File: config.mk
export PLATFORM = sky130hd
export DESIGN_NAME = add_flag_unit
export DESIGN_NICKNAME = d
export VERILOG_FILES = /design/src/rtl/add_flag_pkg.sv /design/src/rtl/add_core.sv /design/src/rtl/stat_word_map.sv /design/src/rtl/flag_update.sv /design/src/rtl/add_flag_unit.sv
export SDC_FILE = /design/constraint.sdc
export NUM_CORES = 1
export LEC_CHECK = 0
export ABC_AREA = 1
export ABC_CLOCK_PERIOD_IN_PS = 4100
export BUFFER_PORTS_ARGS = -buffer_cell sky130_fd_sc_hd__clkbuf_2
export CORE_ASPECT_RATIO = 0.75
export CORE_UTILIZATION = 30
export CTS_CLUSTER_SIZE = 16
export DETAILED_ROUTE_END_ITERATION = 7
export MAX_ROUTING_LAYER = met4
export SYNTH_ARGS = -nofsm -noshare
export SYNTH_HDL_FRONTEND = slang
export SYNTH_SLANG_ARGS = --single-unit
File: constraint.sdc
create_clock -name clk -period 4.1 [get_ports clk]
set_input_delay 0.41 -clock clk [delete_from_list [all_inputs] [get_ports clk]]
set_output_delay 0.41 -clock clk [all_outputs]
set_load 0.02 [all_outputs]
File: src/rtl/add_flag_pkg.sv
package add_flag_pkg;

    // Status record, most significant field first
    typedef struct packed {
        logic so;
        logic ov;
        logic ca;
        logic ov32;
        logic ca32;
    } stat_rec_t;

    localparam int STAT_W = $bits(stat_rec_t);

    typedef enum logic [1:0] {
        OPC_ADD       = 2'b00,
        OPC_MOVE_TO   = 2'b01,
        OPC_MOVE_FROM = 2'b10,
        OPC_ADD_ALT   = 2'b11
    } opc_e;

    typedef enum logic [1:0] {
        CIN_ZERO  = 2'b00,
        CIN_ONE   = 2'b01,
        CIN_CARRY = 2'b10,
        CIN_RSVD  = 2'b11
    } cin_e;

    // Positions in the special register image (bit 63 is the MSB)
    localparam int POS_SO   = 31;
    localparam int POS_OV   = 30;
    localparam int POS_CA   = 29;
    localparam int POS_OV32 = 19;
    localparam int POS_CA32 = 18;

    function automatic logic pick_cin(input cin_e sel, input stat_rec_t base);
        case (sel)
            CIN_ONE:   return 1'b1;
            CIN_CARRY: return base.ca;
            default:   return 1'b0;
        endcase
    endfunction

    function automatic logic is_add(input opc_e o);
        return (o == OPC_ADD) || (o == OPC_ADD_ALT);
    endfunction

endpackage

File: src/rtl/add_core.sv
module add_core
    import add_flag_pkg::*;
#(
    parameter int WIDTH = 64
) (
    input  logic [WIDTH-1:0] a,
    input  logic [WIDTH-1:0] b,
    input  logic             inv,
    input  logic             cin,
    output logic [WIDTH-1:0] sum,
    output logic             c_full,
    output logic             c_half,
    output logic             v_full,
    output logic             v_half
);
    localparam int HALF = WIDTH / 2;

    logic [WIDTH-1:0] a_eff;
    logic [WIDTH:0]   wide;

    always_comb begin
        a_eff  = inv ? ~a : a;
        wide   = {1'b0, a_eff} + {1'b0, b} + {{WIDTH{1'b0}}, cin};
        sum    = wide[WIDTH-1:0];
        c_full = wide[WIDTH];
        // carry entering the upper half, recovered from the sum bit
        c_half = wide[HALF] ^ a_eff[HALF] ^ b[HALF];
        v_full = (c_full ^ wide[WIDTH-1]) & ~(a_eff[WIDTH-1] ^ b[WIDTH-1]);
        v_half = (c_half ^ wide[HALF-1]) & ~(a_eff[HALF-1] ^ b[HALF-1]);
    end

endmodule

File: src/rtl/stat_word_map.sv
module stat_word_map
    import add_flag_pkg::*;
#(
    parameter int WIDTH = 64
) (
    input  stat_rec_t        rec,
    output logic [WIDTH-1:0] word
);
    for (genvar i = 0; i < WIDTH; i++) begin : g_bit
        if (i == POS_SO) begin : g_so
            assign word[i] = rec.so;
        end else if (i == POS_OV) begin : g_ov
            assign word[i] = rec.ov;
        end else if (i == POS_CA) begin : g_ca
            assign word[i] = rec.ca;
        end else if (i == POS_OV32) begin : g_ov32
            assign word[i] = rec.ov32;
        end else if (i == POS_CA32) begin : g_ca32
            assign word[i] = rec.ca32;
        end else begin : g_zero
            assign word[i] = 1'b0;
        end
    end

endmodule

File: src/rtl/flag_update.sv
module flag_update
    import add_flag_pkg::*;
(
    input  opc_e      opc,
    input  stat_rec_t base,
    input  logic      carry_en,
    input  logic      ov_en,
    input  logic      c_full,
    input  logic      c_half,
    input  logic      v_full,
    input  logic      v_half,
    input  stat_rec_t load_rec,
    output stat_rec_t next_rec,
    output logic      write
);
    always_comb begin
        next_rec = base;
        write    = 1'b0;
        if (opc == OPC_MOVE_TO) begin
            next_rec = load_rec;
            write    = 1'b1;
        end else if (is_add(opc)) begin
            if (carry_en) begin
                next_rec.ca   = c_full;
                next_rec.ca32 = c_half;
                write         = 1'b1;
            end
            if (ov_en) begin
                next_rec.ov   = v_full;
                next_rec.ov32 = v_half;
                next_rec.so   = base.so | v_full;
                write         = 1'b1;
            end
        end
    end

endmodule

File: src/rtl/add_flag_unit.sv
module add_flag_unit
    import add_flag_pkg::*;
#(
    parameter int WIDTH = 64
) (
    input  logic             clk,
    input  logic             rst,
    input  logic             in_valid,
    input  logic [1:0]       op,
    input  logic [WIDTH-1:0] opnd_a,
    input  logic [WIDTH-1:0] opnd_b,
    input  logic             inv_a,
    input  logic [1:0]       cin_sel,
    input  logic             carry_en,
    input  logic             ov_en,
    input  logic [4:0]       stat_in,
    output logic             out_valid,
    output logic [WIDTH-1:0] result,
    output logic [4:0]       stat_out,
    output logic             stat_we
);
    opc_e             opc;
    stat_rec_t        stat_q;
    stat_rec_t        base;
    stat_rec_t        load_rec;
    stat_rec_t        next_rec;
    logic             we_nxt;
    logic             cin;
    logic [WIDTH-1:0] sum;
    logic [WIDTH-1:0] image;
    logic [WIDTH-1:0] res_nxt;
    logic             c_full, c_half, v_full, v_half;

    assign opc = opc_e'(op);

    // own previous write wins over the decoded record
    assign base = stat_we ? stat_q : stat_rec_t'(stat_in);
    assign cin  = pick_cin(cin_e'(cin_sel), base);

    assign load_rec = '{so:   opnd_b[POS_SO],
                        ov:   opnd_b[POS_OV],
                        ca:   opnd_b[POS_CA],
                        ov32: opnd_b[POS_OV32],
                        ca32: opnd_b[POS_CA32]};

    add_core #(.WIDTH(WIDTH)) u_core (
        .a      (opnd_a),
        .b      (opnd_b),
        .inv    (inv_a),
        .cin    (cin),
        .sum    (sum),
        .c_full (c_full),
        .c_half (c_half),
        .v_full (v_full),
        .v_half (v_half)
    );

    stat_word_map #(.WIDTH(WIDTH)) u_map (
        .rec  (base),
        .word (image)
    );

    flag_update u_upd (
        .opc      (opc),
        .base     (base),
        .carry_en (carry_en),
        .ov_en    (ov_en),
        .c_full   (c_full),
        .c_half   (c_half),
        .v_full   (v_full),
        .v_half   (v_half),
        .load_rec (load_rec),
        .next_rec (next_rec),
        .write    (we_nxt)
    );

    always_comb begin
        case (opc)
            OPC_MOVE_FROM: res_nxt = image;
            OPC_MOVE_TO:   res_nxt = '0;
            default:       res_nxt = sum;
        endcase
    end

    always_ff @(posedge clk) begin
        if (rst) begin
            out_valid <= 1'b0;
            result    <= '0;
            stat_q    <= '0;
            stat_we   <= 1'b0;
        end else begin
            out_valid <= in_valid;
            if (in_valid) begin
                result  <= res_nxt;
                stat_q  <= next_rec;
                stat_we <= we_nxt;
            end else begin
                stat_we <= 1'b0;
            end
        end
    end

    assign stat_out = stat_q;

endmodule

After elaboration in Yosys (flattened, before gate mapping)
Index checks and enable logic that the tools add are counted.
{"block": "op_classes", "add_sub_neg": 2, "multipliers": 0, "div": 0, "n_lt_le_gt_ge": 0, "n_eq_ne": 5, "n_shift": 0, "muxes": 14, "n_bitwise": 13, "n_reduce_logical": 3}
{"operator": "$pmux 64 s2", "n": 1}
{"operator": "$add 64x64->65", "n": 1}
{"operator": "$add 65x1->65", "n": 1}
{"operator": "$mux 64", "n": 1}
{"operator": "$not 64->64", "n": 1}
{"operator": "$mux 5", "n": 3}
{"operator": "$mux 1", "n": 7}
{"operator": "$eq 2x2->1 const B", "n": 3}
{"operator": "$xor 1x1->1", "n": 6}
{"operator": "$eq 2x1->1 const B", "n": 2}
{"operator": "$not 1->1", "n": 3}
{"operator": "$and 1x1->1", "n": 2}
{"operator": "$logic_not 2->1", "n": 1}
{"operator": "$mux 2", "n": 1}
{"operator": "$pmux 1 s2", "n": 1}
{"operator": "$reduce_or 2->1", "n": 1}
{"operator": "$logic_or 1x1->1", "n": 1}
{"operator": "$or 1x1->1", "n": 1}
{"block": "word_totals", "ff_bits": 71, "latch_bits": 0, "mem_bits_rw": 0, "romBits": 0, "memories": 0}

Logic depth before layout (Yosys ltp)
{"block": "depth", "depth_word": 11, "ltp_mapped": 23}

Modules after synthesis
From an unflattened synthesis, not the netlist that was laid out.
{"block": "unflattened", "cells_unflattened": 1578, "area_unflattened_um2": 9481.6}
{"mod": "add_core", "instances": 1, "cells_per_inst": 1071, "area_per_inst_um2": 5765.5, "seq_area_each_um2": 0.0}
{"mod": "add_flag_unit", "instances": 1, "cells_per_inst": 408, "area_per_inst_um2": 3080.5, "seq_area_each_um2": 1421.4}
{"mod": "stat_word_map", "instances": 1, "cells_per_inst": 65, "area_per_inst_um2": 484.2, "seq_area_each_um2": 0.0}
{"mod": "flag_update", "instances": 1, "cells_per_inst": 34, "area_per_inst_um2": 151.4, "seq_area_each_um2": 0.0}

Worst setup path before layout
Ideal clock, no wire load.
{"block": "synth_timing", "path_kind": "input -> register", "from": "in inv_a", "to": "reg stat_q, in the netlist stat_out[3]", "setup_time_ns": 0.068, "t_arrival_ns": 3.181, "t_required_ns": 4.032, "setup_slack_ns": 0.852, "cell_stages": 22, "path_buffers": 2, "cell_sequence": "buf_2 buf_1 xor2_1 fa_1 fa_1 nand2_1 nand2_1 nand3b_1 nand2_1 nand2_1 nand2_4 nand2_4 nand2_4 nand2_2 nand3_2 inv_2 nand2_1 nand2_1 nand2_1 nand2_1 nand2_1 a21oi_2"}
{"block": "synth_via", "elab_chain_len": 8, "word_cells_on_any_way": 10}
{"element": "start: declaration", "line_no": "add_flag_unit.sv:12", "source": "input logic inv_a,"}
{"element": "$mux 64 (*)", "line_no": "add_core.sv:22", "source": "a_eff = inv ? ~a : a;"}
{"element": "$add 64x64->65", "line_no": "add_core.sv:23", "source": "wide = {1'b0, a_eff} + {1'b0, b} + {{WIDTH{1'b0}}, cin};"}
{"element": "$add 65x1->65", "line_no": "add_core.sv:23"}
{"element": "$xor 1x1->1", "line_no": "add_core.sv:28", "source": "v_full = (c_full ^ wide[WIDTH-1]) & ~(a_eff[WIDTH-1] ^ b[WIDTH-1]);"}
{"element": "$and 1x1->1 (*)", "line_no": "add_core.sv:28"}
{"element": "$mux 2 (*)", "line_no": "flag_update.sv:28", "source": "if (ov_en) begin"}
{"element": "$mux 5 (*)", "line_no": "flag_update.sv:22", "source": "end else if (is_add(opc)) begin"}
{"element": "$mux 5 (*)", "line_no": "flag_update.sv:19", "source": "if (opc == OPC_MOVE_TO) begin"}
{"element": "end signal: assignment", "line_no": "add_flag_unit.sv:95", "source": "stat_q <= next_rec;"}
{"element": "end: declaration", "line_no": "add_flag_unit.sv:23", "source": "stat_rec_t stat_q;"}
Mark *: on every way between the ends. The rest lies on a longest branch, timed or not.
A chain may end at the register's enable or synchronous reset.

Worst setup path in the final report
{"block": "layout_timing", "from": "reg stat_we", "to": "reg result[56]"}
{"block": "layout_via", "elab_chain_len": 4}
{"element": "start: declaration", "line_no": "add_flag_unit.sv:20", "source": "output logic stat_we"}
{"element": "start signal: assignment", "line_no": "add_flag_unit.sv:96", "source": "stat_we <= we_nxt;"}
{"element": "$mux 5", "line_no": "add_flag_unit.sv:37", "source": "assign base = stat_we ? stat_q : stat_rec_t'(stat_in);"}
{"element": "$pmux 1 s2", "line_no": "add_flag_pkg.sv:36", "source": "case (sel)"}
{"element": "$add 65x1->65", "line_no": "add_core.sv:23"}
{"element": "$pmux 64 s2", "line_no": "add_flag_unit.sv:78", "source": "case (opc)"}
{"element": "end signal: assignment", "line_no": "add_flag_unit.sv:94", "source": "result <= res_nxt;"}
{"element": "end: declaration", "line_no": "add_flag_unit.sv:18", "source": "output logic [WIDTH-1:0] result,"}
Every way passes these cells.

==> results.md <==
* Initial Util at 30.9%
* Hold bufs inserted after CTS at 0
* Max stage delay cell, worst path: fa_1
* Final instance area at 9880 µm²
* GP Congestion at approximately 0.94
* Worst min-delay path category: in2reg
* Filler cells at approximately 3000
* Buf/Inv on CP at 1
* Postcts setup bufs at 0
* Syn Inst Count at 1343
* CP max stage delay at ~0.45 ns
* Cells after DPL at between 1500 and 2000
* Core Rows at 51
* Endpoints failing hold at 0
* First-pass GRT wire length at ~50000 µm
* Max Root-Sink Buffers at 2
* Worst vdd ir at approximately 0.21 mV
* Die H at about 140 µm
* # DRC at 0
* Hpwl dp at roughly 28000 µm
* Max-cap violations at 0
* Worst-Skew Late Latency at around 0.36 ns
* Core area at 26300 µm²
* Crit path arrival time at approximately 3.9 ns
* Average size of a mapped cell at about 6 µm²
* Htree depth at 3
* Placement Cell Area at between 9000 and 10000 µm²
* Slew HR at 44.4%
* Buffers added on ports at roughly 210
* FF-to-FF End: result[56]
* I/O pins at 214
* Largest delay share family, worst path: simple AND/OR/NAND/NOR gates
* Hold Path Depth at 3
* Hold_sp: opnd_b[19]
* Post-route ant nets at 0
* Element type at the critical path start: flip-flop
* Max Slew Vio Count at 0
* Clk root buf: clkbuf_16
* RSZ-0062 raised after global routing: false
* Commonest non-fill, non-tap cell in the layout: nand2_1
* Path type of the worst setup path: reg2reg
* P_leak at approximately 4.8 nW
* Final period util at 87.5%
* TritonCTS Sinks at slightly above 70
* DR vias at about 9600
* Crit-path cells: mux2_2 -> a21oi_1 -> nor2_1 -> fa_1 -> fa_1 -> nand2_1 -> nand2_1 -> nand3b_1 -> nand2_1 -> nand2_1 -> nand2_4 -> nand2_4 -> nand2_4 -> nand3_2 -> nand2_1 -> a21oi_2 -> inv_1 -> nand2_1 -> nand3_1 -> a21oi_1
* Flops & latches, synth at 71
* CP required at about 4.4 ns
* Cell mode on critical path: nand2_1
* Yosys cell types at 43
* Max Fclk at roughly 0.28 GHz
* Chip width at between 150 and 200 µm
* Fin nets at 1762
* Total die area at 27800 µm²
* Share of layout cells above drive strength 1 at 20.0%
* Flop2flop setup slack at a little over 0.5 ns
* Pin count of the biggest net entering global routing at 39
* Global-route usage over all layers at roughly a quarter
* Ant diodes at 0
* Via/cell ratio at slightly above 5
* Clock transition at path regs at ~0.06 ns
* Gr ovfl total at 0
* WHS Endpoint: stat_out[1]
* Yosys warns at 0
* Least-Margin Pin Slew at about 0.83 ns
* Fin crit period at around 3.6 ns
* Setup crit end kind: flip-flop
* Initial drt markers at around 590
* Setup_tns at 0 ns
* Vias in the first global route at a little over 9000
* Post-CTS Resized at 0
* Power per cell area at 320 nW/µm²
* R2R depth at 20
* CP max FO at 6
* Core Util, Final at a little under two fifths
* Mapped cell area at between 8000 and 9000 µm²
* Drt total wl at 32900 µm
* Synthesized net count at roughly 1600
* Layout area overhead at 21.6%
* Reg2reg start: stat_we
* Initial antenna violation count at 0
* Status: complete, no violations
* CTS tree: yes
* CTS buffer count at 9
* Sequential share of the synthesized area at between 15 and 20%
* First-pass DRT Iterations at 5
* Clk_skew at between 0.008 and 0.009 ns
* Most frequent cells in the layout: nand2_1, clkbuf_2, a21oi_1
* Wirelength per Cell at roughly 17 µm
* Final number of setup-violating endpoints at 0
* Non-filler cells, final at 1896
-- power breakdown --
group | leakage [nW] | switching, mW | internal (mW) | total, mW
clock network | 0.136 | 0.322 | 0.448 | 0.771
registers | 0.582 | 0.0348 | 0.749 | 0.783
logic | 4.06 | 1.09 | 0.524 | 1.61
-- cells in the mapped netlist (all sizes together) --
master / instances / area, µm²
nand2: 339 / 1350
or2: 9 / 56.3
nand3: 77 / 420
a21o: 7 / 52.6
clkinv: 1 / 3.75
and3: 3 / 23.8
nor3: 7 / 40.0
fa: 2 / 40.0
ha: 67 / 838
mux2: 5 / 56.3
o31ai: 1 / 7.51
xor2: 69 / 604
dfxtp: 71 / 1420
o21ai: 94 / 478
nor2: 145 / 583
nor4: 2 / 12.5
inv: 167 / 627
a21boi: 4 / 30.0
nand4: 14 / 87.6
o211ai: 1 / 7.51
clkbuf: 16 / 60.1
a31oi: 4 / 25.0
o21bai: 15 / 113
nand3b: 8 / 60.1
buf: 12 / 65.1
a21oi: 201 / 1050
and2: 2 / 12.5
-- tightest hold or removal path: stages --
cell      delay, ns
clkbuf_2       0.14
a21oi_1        0.09
a21oi_2        0.12
-- registers in the layout (all words and copies together), names as in the netlist --
name / cells
out_valid: 1
stat_out: 5
stat_we: 1
result: 64
-- worst max-delay path by stage --
| stage | startpoint | end | slack, ns | cells past startpoint |
|---|---|---|---|---|
| 2_1_floorplan | inv_a | stat_out[3] | 0.85 | 22 |
| 6_report | stat_we | result[56] | 0.51 | 20 |
| 3_5_place_dp | stat_we | result[56] | 0.58 | 20 |
| 5_1_grt | stat_we | result[36] | 0.19 | 16 |
| 3_3_place_gp | stat_we | result[56] | 0.67 | 20 |
| 4_1_cts | stat_we | result[56] | 0.56 | 20 |
-- kinds of logic (layout without fill, tap and decap cells) --
group | Yosys count | after routing | share of synthesized area (%)
mux | 5 | 5 | 0.693
buf+inv | 196 | 405 | 9.30
simple gates | 606 | 606 | 32.5
compound gates | 327 | 327 | 21.8
fa+ha+maj | 69 | 69 | 10.8
xor+xnor | 69 | 69 | 7.44
flops | 71 | 71 | 17.5
-- stage by stage --
stage,setup WS (ns),power (mW),hold slack [ns]
floorplan,0.852,1.84,0.540
global placement,0.669,2.38,0.454
detailed placement,0.583,2.38,0.459
finish,0.511,3.16,0.443
CTS,0.555,3.17,0.434
global route,0.193,3.38,0.440
-- routing by layer --
layer  up-vias  track usage [%]  share of wire, %
met3        33             5.19               7.6
met4         0             6.71               2.0
met1      4371             35.0                51
met2       345             34.0                39
met5         -                -                 0
li1       4815                -                 -
-- cell type report --
cell class              instances  area (µm²)  share of cell area, %
clock inverters                 1        5.00                 0.0507
well taps                     344         430                   4.36
multi-input cells            1076        5950                   60.2
repair buffers                224        1180                   11.9
clock buffers                  12         267                   2.70
flip-flops and latches         71        1420                   14.4
inverters                     168         631                   6.38
Note: power is estimated with default switching activity, not from simulation.
